--- src/rtl/spi_stat_pkg.sv ---
package spi_stat_pkg;
    localparam int STAT_W  = 8;
    localparam int LEN_W   = 3;
    localparam int STICKY_N = 4;
    // Bit positions that software decodes
    localparam int B_IRQ = 7;
    localparam int B_OVR = 6;
    localparam int B_COL = 5;
    localparam int B_ABT = 4;
    localparam int B_TX  = 1;
    localparam int B_SS  = 0;
    localparam logic [STAT_W-1:0] STAT_RST = 8'h01;

    typedef struct packed {
        logic tx;
        logic ss;
    } live_t;
endpackage

--- src/rtl/spi_abort_det.sv ---
module spi_abort_det #(
    parameter int LEN_W = 3
) (
    input  logic             clk,
    input  logic             rst_n,
    input  logic             en_i,
    input  logic             slave_i,
    input  logic             ss_n_i,
    input  logic             bit_i,
    input  logic [LEN_W-1:0] len_i,
    output logic             abort_o
);
    localparam int MAX_BITS = 2 ** LEN_W;
    localparam int CNT_W    = $clog2(MAX_BITS) + 1;

    typedef struct packed {
        logic [CNT_W-1:0] cnt;
        logic             ss_prev;
    } det_t;

    det_t st_d, st_q;
    logic [CNT_W-1:0] need;
    logic [CNT_W-1:0] cnt_inc;

    always_comb begin
        need    = (len_i == '0) ? CNT_W'(MAX_BITS) : CNT_W'(len_i);
        cnt_inc = st_q.cnt + 1'b1;
        abort_o = en_i && slave_i && ss_n_i && !st_q.ss_prev && (st_q.cnt != '0);

        st_d         = st_q;
        st_d.ss_prev = ss_n_i;
        if (!en_i || ss_n_i) begin
            st_d.cnt = '0;
        end else if (bit_i && slave_i) begin
            st_d.cnt = (cnt_inc == need) ? '0 : cnt_inc;
        end
    end

    always_ff @(posedge clk or negedge rst_n) begin
        if (!rst_n) begin
            st_q.cnt     <= '0;
            st_q.ss_prev <= 1'b1;
        end else begin
            st_q <= st_d;
        end
    end
endmodule

--- src/rtl/spi_w1c_bit.sv ---
module spi_w1c_bit (
    input  logic clk,
    input  logic rst_n,
    input  logic en_i,
    input  logic set_i,
    input  logic clr_i,
    output logic q_o
);
    logic q_d, q_q;

    always_comb begin
        if (!en_i)       q_d = 1'b0;
        else if (set_i)  q_d = 1'b1;
        else if (clr_i)  q_d = 1'b0;
        else             q_d = q_q;
    end

    always_ff @(posedge clk or negedge rst_n) begin
        if (!rst_n) q_q <= 1'b0;
        else        q_q <= q_d;
    end

    assign q_o = q_q;
endmodule

--- src/rtl/spi_live_bits.sv ---
module spi_live_bits
    import spi_stat_pkg::*;
(
    input  logic  clk,
    input  logic  rst_n,
    input  logic  en_i,
    input  logic  tx_busy_i,
    input  logic  ss_n_i,
    output live_t live_o
);
    live_t live_d, live_q;

    always_comb begin
        live_d.tx = en_i & tx_busy_i;
        live_d.ss = en_i ? ss_n_i : 1'b1;
    end

    always_ff @(posedge clk or negedge rst_n) begin
        if (!rst_n) begin
            live_q.tx <= 1'b0;
            live_q.ss <= 1'b1;
        end else begin
            live_q <= live_d;
        end
    end

    assign live_o = live_q;
endmodule

--- src/rtl/spi_stat_irq.sv ---
module spi_stat_irq
    import spi_stat_pkg::*;
(
    input  logic              clk,
    input  logic              rst_n,
    input  logic              en_i,
    input  logic              slave_i,
    input  logic              start_req_i,
    input  logic [LEN_W-1:0]  char_len_i,
    input  logic              char_done_i,
    input  logic              ovr_i,
    input  logic              col_i,
    input  logic              tx_busy_i,
    input  logic              ss_n_i,
    input  logic              bit_i,
    input  logic              wr_en_i,
    input  logic [STAT_W-1:0] wr_data_i,
    output logic [STAT_W-1:0] rd_data_o,
    output logic              irq_o
);
    logic                abort;
    logic [STICKY_N-1:0] set_v;
    logic [STICKY_N-1:0] clr_v;
    logic [STICKY_N-1:0] sticky_q;
    live_t               live;
    logic                irq_out_d, irq_out_q;
    logic                unused_wr_low;

    assign unused_wr_low = ^wr_data_i[B_ABT-1:0];

    spi_abort_det #(.LEN_W(LEN_W)) i_abort (
        .clk     (clk),
        .rst_n   (rst_n),
        .en_i    (en_i),
        .slave_i (slave_i),
        .ss_n_i  (ss_n_i),
        .bit_i   (bit_i),
        .len_i   (char_len_i),
        .abort_o (abort)
    );

    spi_live_bits i_live (
        .clk       (clk),
        .rst_n     (rst_n),
        .en_i      (en_i),
        .tx_busy_i (tx_busy_i),
        .ss_n_i    (ss_n_i),
        .live_o    (live)
    );

    // Index 0..3 map to status bits 4..7
    always_comb begin
        set_v[B_IRQ-B_ABT] = start_req_i | char_done_i | abort;
        set_v[B_OVR-B_ABT] = ovr_i;
        set_v[B_COL-B_ABT] = col_i;
        set_v[0]           = abort;
        clr_v              = wr_en_i ? wr_data_i[STAT_W-1:B_ABT] : '0;
    end

    for (genvar g = 0; g < STICKY_N; g++) begin : g_sticky
        spi_w1c_bit i_bit (
            .clk   (clk),
            .rst_n (rst_n),
            .en_i  (en_i),
            .set_i (set_v[g]),
            .clr_i (clr_v[g]),
            .q_o   (sticky_q[g])
        );
    end

    always_comb begin
        irq_out_d = sticky_q[B_IRQ-B_ABT];
    end

    always_ff @(posedge clk or negedge rst_n) begin
        if (!rst_n) irq_out_q <= 1'b0;
        else        irq_out_q <= irq_out_d;
    end

    assign rd_data_o = {sticky_q, 2'b00, live.tx, live.ss};
    assign irq_o     = irq_out_q;
endmodule

--- config.mk ---
export PLATFORM = sky130hd
export DESIGN_NAME = spi_stat_irq
export DESIGN_NICKNAME = d
export VERILOG_FILES = /design/src/rtl/spi_stat_pkg.sv /design/src/rtl/spi_abort_det.sv /design/src/rtl/spi_w1c_bit.sv /design/src/rtl/spi_live_bits.sv /design/src/rtl/spi_stat_irq.sv
export SDC_FILE = /design/constraint.sdc
export NUM_CORES = 1
export LEC_CHECK = 0
export BUFFER_PORTS_ARGS = -buffer_cell sky130_fd_sc_hd__clkbuf_2
export CORE_MARGIN = 10
export CORE_UTILIZATION = 41
export CTS_BUF_LIST = sky130_fd_sc_hd__clkbuf_2
export CTS_CLUSTER_DIAMETER = 120
export CTS_CLUSTER_SIZE = 25
export DETAILED_ROUTE_END_ITERATION = 10
export PLACE_DENSITY = 0.74
export SYNTH_ARGS = -nofsm -noshare
export SYNTH_HDL_FRONTEND = slang
export SYNTH_SLANG_ARGS = --single-unit
--- constraint.sdc ---
create_clock -name clk -period 1.6 [get_ports clk]
set_clock_uncertainty 0.05 [all_clocks]
set_input_delay 0.16 -clock clk [delete_from_list [all_inputs] [get_ports clk]]
set_output_delay 0.16 -clock clk [all_outputs]
set_load 0.005 [all_outputs]
### Yosys cells after proc, flatten, opt, wreduce, memory -nomap -nowiden

Cells that the tools add are included.

* add/subtract/negate cells: 1
* equal/unequal tests: 5
* mux-type cells: 18
* bitwise logic cells: 3
* reductions and logical operators: 11

Operators with widths (count)
* $mux W4: 5
* $mux W1: 13
* $ne A3 B1 Y1 const B: 4
* $logic_and A1 B1 Y1: 5
* $add A4 B1 Y4 const B: 1
* $eq A4 B4 Y1: 1
* $reduce_bool A4 Y1: 1
* $logic_not A3 Y1: 1
* $logic_not A1 Y1: 2
* $or A1 B1 Y1: 2
* $reduce_bool A2 Y1: 1
* $and A1 B1 Y1: 1
* $logic_or A1 B1 Y1: 1

* flip-flop bits (word level): 12
* input bits: 23
* logic and storage cells: 47

### Longest topological paths before layout

Gate-level depths: netlist of run 1.

* depth after elaboration: 7
* gate-level depth with buffers: 7
* mapped depth without buffers: 7

### By module

From an unflattened synthesis of run 1, not the netlist that was laid out.

* cell total of the unflattened synthesis: 59
* area, all modules: 699.4 um2

Modules (own cells, without submodules)
* spi_abort_det: times used 1, cells each 33, area each 367.9 um2
* spi_w1c_bit: times used 4, cells each 3, area each 46.3 um2
* spi_stat_irq: times used 1, cells each 10, area each 82.6 um2
* spi_live_bits: times used 1, cells each 4, area each 63.8 um2

### Worst setup path after synthesis of run 1

Ideal clock, no wire load.

* path kind: reg-to-reg
* from: register i_abort.st_q[1] (netlist bit)
* to: register i_abort.st_q[4] (netlist bit)
* data arrival time: 1557 ps
* data required time: 1424 ps
* setup slack: -133 ps
* cell stages (with the launch flop): 8
* path buffers: 0
* clock period less this slack: 1733 ps
* cell sequence: dfrtp_1 > inv_1 > ha_1 > xor2_1 > nor4_1 > a22oi_2 > nand3_1 > a31oi_1

* cells in the longest elaborated chain, start to end: 5

RTL lines
* from (decl): line spi_abort_det.sv:21 `det_t st_d, st_q;`
* from (signal assigned): line spi_abort_det.sv:44 `st_q <= st_d;`
* $add A4 B1 Y4 *: line spi_abort_det.sv:27 `cnt_inc = st_q.cnt + 1'b1;`
* $eq A4 B4 Y1: line spi_abort_det.sv:35 `st_d.cnt = (cnt_inc == need) ? '0 : cnt_inc;`
* $mux W4 *: line spi_abort_det.sv:35
* $mux W4 *: line spi_abort_det.sv:34 `end else if (bit_i && slave_i) begin`
* $mux W4 *: line spi_abort_det.sv:32 `if (!en_i || ss_n_i) begin`

Every way passes the cells marked *; elsewhere a longest branch is shown, timed or not. The select of a mux whose other input is x is not followed.
A chain may end at the register's enable or synchronous reset.

### Final worst setup path of run 1

* from: register i_abort.st_q[1] (netlist bit)
* to: register i_abort.st_q[2] (netlist bit)

The elaborated chain is that of the path after synthesis.

==> results of run 1 <==
-- through the flow --
step / std cells / hold WS (ns) / setup TNS (ns) / power [mW]
after floorplan: 71 / -0.186 / -0.0556 / 0.372
final: 119 / 0.0581 / -0.379 / 0.576
after global placement: 112 / 0.00345 / -0.294 / 0.412
after CTS: 118 / 0.0564 / -0.345 / 0.578
after global routing: 119 / 0.0387 / -0.919 / 0.606
after detailed placement: 112 / 0.0116 / -0.460 / 0.415
-- per-layer routing --
| metal | vias up | routed length (um) | GRT usage (%) |
|---|---|---|---|
| met1 | 288 | 639 | 8.95 |
| met2 | 15 | 962 | 15.9 |
| li1 | 301 | - | - |
| met4 | 0 | 10 | 2.51 |
| met3 | 2 | 95 | 5.43 |
| met5 | - | 0 | 0 |
-- cell families (layout without fill, tap and decap cells) --
family / count (synthesis) / in the layout / share of synthesized area, %
and+or+nand+nor: 28 / 28 / 22.0
AOI/OAI and AO/OA: 14 / 14 / 14.3
DFF: 12 / 12 / 43.9
buffers and inverters: 9 / 41 / 8.35
xor gates and xnor gates: 4 / 4 / 7.26
adders and majority gates: 2 / 2 / 3.63
other: 1 / 2 / 0.544
-- layout make-up --
cell class | instances | area [um2]
clock buffer | 3 | 15.0
inverter | 2 | 7.51
fill | 140 | 612
timing repair buffer | 35 | 209
multi-input combinational | 50 | 370
sequential | 12 | 304
clock inverter | 1 | 3.75
tap | 16 | 20.0
-- synth_stat cells, types with 2 or more instances --
cell | n | share of area (%)
dfrtp_1 | 10 | 36
nor2_1 | 2 | 1.1
nand2_1 | 10 | 5.4
xor2_1 | 2 | 2.5
ha_1 | 2 | 3.6
dfstp_2 | 2 | 7.6
a21oi_1 | 6 | 4.4
buf_4 | 6 | 6.5
inv_1 | 2 | 1.1
nor3b_1 | 3 | 3.3
nor2b_1 | 4 | 3.6
nand4_1 | 2 | 1.8
-- flip-flops by register name (all words and copies together), names as in the netlist --
name                cells
irq_o                   1
i_abort.st_q            5
i_live.live_o           2
g_sticky.i_bit.q_o      4
-- worst register-to-register path, delay by kind of cell (launching register included) --
family / cells / cell delay [ns]
compound gates: 2 / 0.19
xor+xnor: 1 / 0.15
buf+inv: 2 / 0.26
fa+ha+maj: 1 / 0.21
flops: 1 / 0.45
simple gates: 2 / 0.32
-- where the power goes --
group          switching (mW)  internal [mW]  leakage (nW)
logic                  0.0487         0.0503         0.271
registers             0.00583          0.317         0.151
clock network           0.100         0.0543        0.0140
total                   0.155          0.422         0.436
-- worst max path at each step --
stage,slack [ns],cells past startpoint,startpoint,end
CTS,-0.1,7,i_abort.st_q[1],i_abort.st_q[1]
detailed placement,-0.12,7,i_abort.st_q[1],i_abort.st_q[4]
global route,-0.27,8,i_abort.st_q[1],i_abort.st_q[3]
finish,-0.14,8,i_abort.st_q[1],i_abort.st_q[2]
global placement,-0.08,7,i_abort.st_q[2],i_abort.st_q[4]
floorplan,-0.02,7,i_abort.st_q[1],i_abort.st_q[4]
-- layout by cell type, fill, tap and decap left out, types with 2 or more instances in the layout --
cell type      Yosys  layout
dlygate4sd3_1      0       2
a21oi_1            6       5
conb_1             1       2
inv_2              0       2
nor3b_1            3       3
clkbuf_2           0      28
nor2_1             2       2
dfrtp_1           10       9
nor2b_1            4       4
dfstp_2            2       2
nand4_1            2       2
buf_4              6       7
nand2_1           10      10
nand3_2            1       2
-- timing repair --
action	CTS	global route
endpoints found under the setup margin	4	4
pin swaps	5	4
endpoints found under the hold margin	13	0
hold buffers	2	0
resized for setup	5	2
buffers inserted	0	1
==> out/summary.txt, run 1 <==
Max Root-Sink Buffers - 2
HPWL Detailed - 1320 um
I/O pin count - 32
Layout cells sized above 1 - 49.5%
Yosys reg bits - 12
N_diodes - 0
Cell area after synthesis - 689 um2
Yosys cell types - 31
Final setup vio count - 4
Routability Congestion - 0.777
Fmax - 0.575 GHz
CP Max Fanout - 4
Final #Nets - 129
Crit-path max cell delay - 0.45 ns
All-Layer GR Usage - 9.11%
YS warnings - 0
Reg2Reg Setup Slack - -0.14 ns
Worst reg-to-reg path cell count - 8
Crit end category - register
Gr ovfl total - 0
Clk sinks - 12
Syn avg cell area - 9.85 um2
Worst path buffer plus inverter count - 2
Main synth FF type - dfrtp_1
Initial antenna violation count - 0
Outcome - finished with violations
Fin area - 930 um2
Crit path DAT - 1.83 ns
VDD IR max - 0.429 mV
Worst hold stages - 2
Largest delay share family, worst path - flip-flops
Power Density - 620 mW/mm2
CTS tree - built
PortBufs - 25
Critical path's slowest cell - dfrtp_2
Hold Crit Endpoint - i_live.live_o[1]
Global-route wire length before repair - 2590 um
Final hold vios - 0
Final Util - 60.3%
Post-synthesis instance total - 70
RSZ-0062 raised after global routing - true
Antenna-violating nets left - 0
WS Path Type - register to register
Vias in the first global route - 603
TritonRoute pass-1 iters - 4
Synth async-reset ratio - 100%
Vias post-DR - 606
Starting density of the core - 44.7%
Worst-path cell chain - inv_2, ha_4, xor2_2, nor4_2, a22oi_2, buf_4, nand4_1, a21oi_1
H-tree depth - 1
Via density - 5.09
Static Leak - 0.436 nW
Worst Path Required - 1.69 ns
Clock transition at the registers of the reported paths - 0.13 ns
DRC viols - 0
DIE WIDTH - 61.0 um
Placeable Area - 0.00154 mm2
CTS Buf Count - 3
CTS Root Cell - clkbuf_2
Place WS - -0.121 ns
Final period util - 109%
Post-synth EDFFs - 0
Post-layout minimum cycle time - 1.74 ns
Setup WS post-layout - -0.139 ns
Critical path startpoint category - register
Rows - 14
Area after DPL - 855 um2
Failing checks - setup timing
Drt initial violations - 13
Clk_lat worst skew - 0.27 ns
Worst hold start - tx_busy_i
Pin count of the biggest net entering global routing - 13
Wirelength, routed - 1710 um
Tightest Hold Check Type - input pin to register
Post-synthesis sequential area ratio - 43.9%
R2r endpoint - i_abort.st_q[2]
Launch point of the worst reg-to-reg path - i_abort.st_q[1]
Die area - 0.00372 mm2
Max Cap Viol - 0
Chip Height - 61.0 um
Area Overhead vs Synth - 34.8%
Max Slew Vio Count - 0
Wire per inst - 14.3 um
Note: power is estimated with default switching activity, not from simulation.
==> run 2: changes to the inputs <==
Settings changed: SKIP_CTS_REPAIR_TIMING set to 1.
==> out/summary.txt, run 2 (synthesis results as in run 1) <==
Static Leak - 0.431 nW (was 0.436 nW)
WS Path Type - register to register (unchanged)
Area Overhead vs Synth - 32.5% (was 34.8%)
HPWL Detailed - 1320 um (unchanged)
DRC viols - 0 (unchanged)
Routability Congestion - 0.777 (unchanged)
TNS Setup - -0.306 ns (was -0.379 ns)
Non-Filler Instances - 118 (was 119)
Logic pwr share - 16.7% (was 17.2%)
Max FFs per register - 5 (unchanged)
TritonRoute pass-1 iters - 4 (unchanged)
CTS Buf Count - 3 (unchanged)
Outcome - finished with violations (unchanged)
Sequential fraction of design power - 56.6% (was 56.0%)
Layout cells sized above 1 - 48.0% (was 49.5%)
Final hold vios - 0 (unchanged)
Die area - 0.00372 mm2 (unchanged)
Vias in the first global route - 573 (was 603)
Fmax - 0.588 GHz (was 0.575 GHz)
Antenna-violating nets left - 0 (unchanged)
Post-Place Cells - 112 (unchanged)
Final #Nets - 128 (was 129)
Final Power - 0.570 mW (was 0.576 mW)
Clk_lat worst skew - 0.26 ns (was 0.27 ns)
Max Root-Sink Buffers - 2 (unchanged)
Final Util - 59.3% (was 60.3%)
Wire per inst - 13.9 um (was 14.3 um)
Placeable Area - 0.00154 mm2 (unchanged)
Crit end category - register (unchanged)
Initial antenna violation count - 0 (unchanged)
Gr ovfl total - 0 (unchanged)
Most common cell after layout, fill and taps aside - clkbuf_2 (unchanged)
Internal power - 0.420 mW (was 0.422 mW)
Post-layout minimum cycle time - 1.70 ns (was 1.74 ns)
I/O pin count - 32 (unchanged)
CTS tree - built (unchanged)
Max Cap Viol - 0 (unchanged)
Max Slew Vio Count - 0 (unchanged)
PortBufs - 25 (unchanged)
Place WS - -0.121 ns (unchanged)
Via density - 5.11 (was 5.09)
Tightest Hold Check Type - input pin to register (unchanged)
Clock transition at the registers of the reported paths - 0.12 ns (was 0.13 ns)
Vias post-DR - 603 (was 606)
N_diodes - 0 (unchanged)
Wirelength, routed - 1650 um (was 1710 um)
All-Layer GR Usage - 8.39% (was 9.11%)
Power Density - 624 mW/mm2 (was 620 mW/mm2)
Failing checks - setup timing (unchanged)
DIE WIDTH - 61.0 um (unchanged)
CTS Root Cell - clkbuf_2 (unchanged)
Commonest cells after routing, fill and taps aside - 28 x clkbuf_2, 10 x nand2_1, 9 x dfrtp_1, 7 x buf_4, 5 x a21oi_1 (unchanged)
Setup WS post-layout - -0.101 ns (was -0.139 ns)
Final setup vio count - 4 (unchanged)
Worst Path Required - 1.74 ns (was 1.69 ns)
Starting density of the core - 44.7% (unchanged)
VDD IR max - 0.427 mV (was 0.429 mV)
Pin count of the biggest net entering global routing - 13 (unchanged)
Final period util - 106% (was 109%)
Global-route wire length before repair - 2380 um (was 2590 um)
Critical path startpoint category - register (unchanged)
Clk sinks - 12 (unchanged)
Chip Height - 61.0 um (unchanged)
H-tree depth - 1 (unchanged)
Part of the power in the clock network - 26.7% (was 26.8%)
Crit path DAT - 1.84 ns (was 1.83 ns)
CP Max Fanout - 5 (was 4)
Sw Share - 26.4% (was 26.8%)
Reg2Reg Setup Slack - -0.10 ns (was -0.14 ns)
Rows - 14 (unchanged)
Drt initial violations - 16 (was 13)
Biggest register - i_abort.st_q (unchanged)
Psw - 0.151 mW (was 0.155 mW)
RSZ-0062 raised after global routing - true (unchanged)
run 2: changes by cell type in the layout (fill, tap and decap cells not counted):
cell     before  now
nand3_1       0    1
nand3_2       2    1
buf_6         1    0
run 2: power by group through the flow:
stage	clock (mW)	sequential, mW	combinational (mW)
2_1_floorplan	0	0.329	0.0432
3_5_place_dp	0	0.329	0.0863
5_1_grt	0.173	0.325	0.104
3_3_place_gp	0	0.328	0.0836
4_1_cts	0.160	0.323	0.0865
6_report	0.152	0.323	0.0954
run 2: path summary, 6_finish.rpt:
kind | from | cells past startpoint | to
worst max register to register | i_abort.st_q[1] | 6 | i_abort.st_q[1]
worst max-delay path | i_abort.st_q[1] | 6 | i_abort.st_q[1]
min in group asynchronous | rst_n | 2 | i_abort.st_q[4]
worst min register to register | g_sticky[3].i_bit.q_o | 0 | irq_o
worst min-delay path | tx_busy_i | 2 | i_live.live_o[1]
max in group asynchronous | rst_n | 2 | i_abort.st_q[0]
run 2: final cells by class:
cell class                      count  area, um2
Timing Repair Buffer               34        198
Inverter                            2       7.51
Tap cell                           16       20.0
Multi-Input combinational cell     50        365
Clock inverter                      1       3.75
Sequential cell                    12        304
Fill cell                         142        628
Clock buffer                        3       15.0
run 2: critical path, stage by stage (launching register included):
cell and delay, ns:
dfrtp_2 0.45, buf_4 0.16, a21bo_2 0.21, a31o_2 0.23
a22oi_2 0.26, nand4_1 0.15, a21oi_2 0.14
run 2: through the flow:
step | area (um2) | hold slack (ns)
after floorplan | 707 | -0.186
after global placement | 855 | 0.00345
after detailed placement | 855 | 0.0116
after CTS | 873 | -0.299
after global routing | 913 | 0.0387
final | 913 | 0.0621
run 2: metal layers:
layer | global-route usage, % | share of wire (%) | wire, um
met2 | 14.7 | 56 | 924
met4 | 1.88 | 0 | 0
met1 | 8.21 | 39 | 644
met3 | 5.22 | 4.7 | 77
met5 | 0 | 0 | 0
==> run 3: changes to the inputs <==
==> constraint.sdc (replaced) <==
create_clock -name clk -period 1.6 [get_ports clk]
set_clock_uncertainty 0.05 [all_clocks]
set_input_delay 0.08 -clock clk [delete_from_list [all_inputs] [get_ports clk]]
set_output_delay 0.08 -clock clk [all_outputs]
set_load 0.005 [all_outputs]
==> out/summary.txt, run 3 (synthesis results as in run 1) <==
Setup WS post-layout - -0.101 ns (about the same)
Static Leak - 0.447 nW (was 0.431 nW)
Worst reg-to-reg path cell count - 6 (unchanged)
Post-layout minimum cycle time - 1.70 ns (about the same)
Layout cells sized above 1 - 46.2% (was 48.0%)
Clk sinks - 12 (unchanged)
Die area - 0.00372 mm2 (unchanged)
CP Max Fanout - 5 (unchanged)
Rows - 14 (unchanged)
N_diodes - 0 (unchanged)
Commonest cells after routing, fill and taps aside - 28 x clkbuf_2, 10 x nand2_1, 9 x dfrtp_1, 7 x buf_4, 6 x dlygate4sd3_1 (was 28 x clkbuf_2, 10 x nand2_1, 9 x dfrtp_1, 7 x buf_4, 5 x a21oi_1)
Final period util - 106% (about the same)
Tightest Hold Check Type - input pin to register (unchanged)
Worst hold stages - 2 (unchanged)
All-Layer GR Usage - 8.39% (unchanged)
WS Path Type - register to register (unchanged)
Final #Nets - 132 (was 128)
DRC viols - 0 (unchanged)
Chip Height - 61.0 um (unchanged)
Vias in the first global route - 573 (unchanged)
Crit end category - register (unchanged)
Crit path DAT - 1.84 ns (about the same)
Place WS - -0.121 ns (unchanged)
Most common cell after layout, fill and taps aside - clkbuf_2 (unchanged)
H-tree depth - 1 (unchanged)
Placeable Area - 0.00154 mm2 (unchanged)
Via density - 5.06 (was 5.11)
Max Root-Sink Buffers - 2 (unchanged)
Worst hold start - start_req_i (was tx_busy_i)
Hold Crit Endpoint - g_sticky[3].i_bit.q_o (was i_live.live_o[1])
Antenna-violating nets left - 0 (unchanged)
Final Util - 61.9% (was 59.3%)
Drt initial violations - 14 (was 16)
FILL cells - 135 (was 142)
Initial antenna violation count - 0 (unchanged)
WHS - -0.000274 ns (was 0.0621 ns)
PortBufs - 25 (unchanged)
CTS Root Cell - clkbuf_2 (unchanged)
Max Slew Vio Count - 0 (unchanged)
Routability Congestion - 0.777 (about the same)
VDD IR max - 0.434 mV (was 0.427 mV)
Final hold vios - 1 (was 0)
Final setup vio count - 4 (unchanged)
DIE WIDTH - 61.0 um (unchanged)
Global-route wire length before repair - 2380 um (unchanged)
CTS Buf Count - 3 (unchanged)
Fmax - 0.588 GHz (about the same)
I/O pin count - 32 (unchanged)
CTS tree - built (unchanged)
Clk_lat worst skew - 0.27 ns (was 0.26 ns)
Biggest register - i_abort.st_q (unchanged)
Pin count of the biggest net entering global routing - 13 (unchanged)
Gr ovfl total - 0 (unchanged)
R2r endpoint - i_abort.st_q[1] (unchanged)
Power Density - 609 mW/mm2 (was 624 mW/mm2)
Starting density of the core - 44.7% (unchanged)
Clock transition at the registers of the reported paths - 0.12 ns (about the same)
Critical path startpoint category - register (unchanged)
Vias post-DR - 617 (was 603)
Failing checks - hold timing, setup timing (was setup timing)
Wirelength, routed - 1750 um (was 1650 um)
Area Overhead vs Synth - 38.3% (was 32.5%)
RSZ-0062 raised after global routing - true (unchanged)
Outcome - finished with violations (unchanged)
TritonRoute pass-1 iters - 3 (was 4)
Max FFs per register - 5 (unchanged)
Worst Path Required - 1.74 ns (about the same)
Wire per inst - 14.3 um (was 13.9 um)
Launch point of the worst reg-to-reg path - i_abort.st_q[1] (unchanged)
TNS Setup - -0.305 ns (was -0.306 ns)
HPWL Detailed - 1320 um (unchanged)
Max Cap Viol - 0 (unchanged)
Reg2Reg Setup Slack - -0.10 ns (about the same)
run 3: changes by cell type in the layout (fill, tap and decap cells not counted), sizes merged:
| cell | delta |
|---|---|
| dlygate4sd3 | +4 |
run 3: power by group:
group,switching [mW],total [mW],internal (mW)
clock,0.0994,0.154,0.0543
sequential,0.00576,0.323,0.317
combinational,0.0492,0.104,0.0545
total,0.154,0.580,0.426
run 3: area by class of cell:
cell class	instances	area, um2	area share [%]
repair buffers	38	238	24.9
multi-input cells	50	365	38.3
clock inverters	1	3.75	0.394
flip-flops and latches	12	304	31.9
well taps	16	20.0	2.10
clock buffers	3	15.0	1.57
inverters	2	7.51	0.787
run 3: layer usage:
| layer | track usage [%] | part of all wire, % |
|---|---|---|
| met5 | 0 | 0 |
| met4 | 1.88 | 0.29 |
| met3 | 5.22 | 5.0 |
| met2 | 14.7 | 57 |
| met1 | 8.21 | 37 |
run 3: worst max-delay path by stage:
stage                         start         endpoint  slack [ns]  cells past startpoint
CTS                 i_abort.st_q[2]  i_abort.st_q[1]       -0.15                      7
finish              i_abort.st_q[1]  i_abort.st_q[1]       -0.10                      6
global route        i_abort.st_q[2]  i_abort.st_q[1]       -0.22                      7
global placement    i_abort.st_q[2]  i_abort.st_q[4]       -0.08                      7
detailed placement  i_abort.st_q[1]  i_abort.st_q[4]       -0.12                      7
floorplan           i_abort.st_q[1]  i_abort.st_q[4]       -0.02                      7
run 3: stage by stage:
step                      instance area (um2)  power, mW  instances
after floorplan                           707      0.372         71
after global placement                    855      0.412        112
after detailed placement                  855      0.415        112
after CTS                                 873      0.569        116
after global routing                      953      0.610        122
final                                     953      0.580        122
run 3: critical path, stage by stage, from the launching register on:
cell and delay, ns:
dfrtp_2 0.45, buf_4 0.16, a21bo_2 0.21, a31o_2 0.23, a22oi_2 0.26, nand4_1 0.15
a21oi_2 0.14
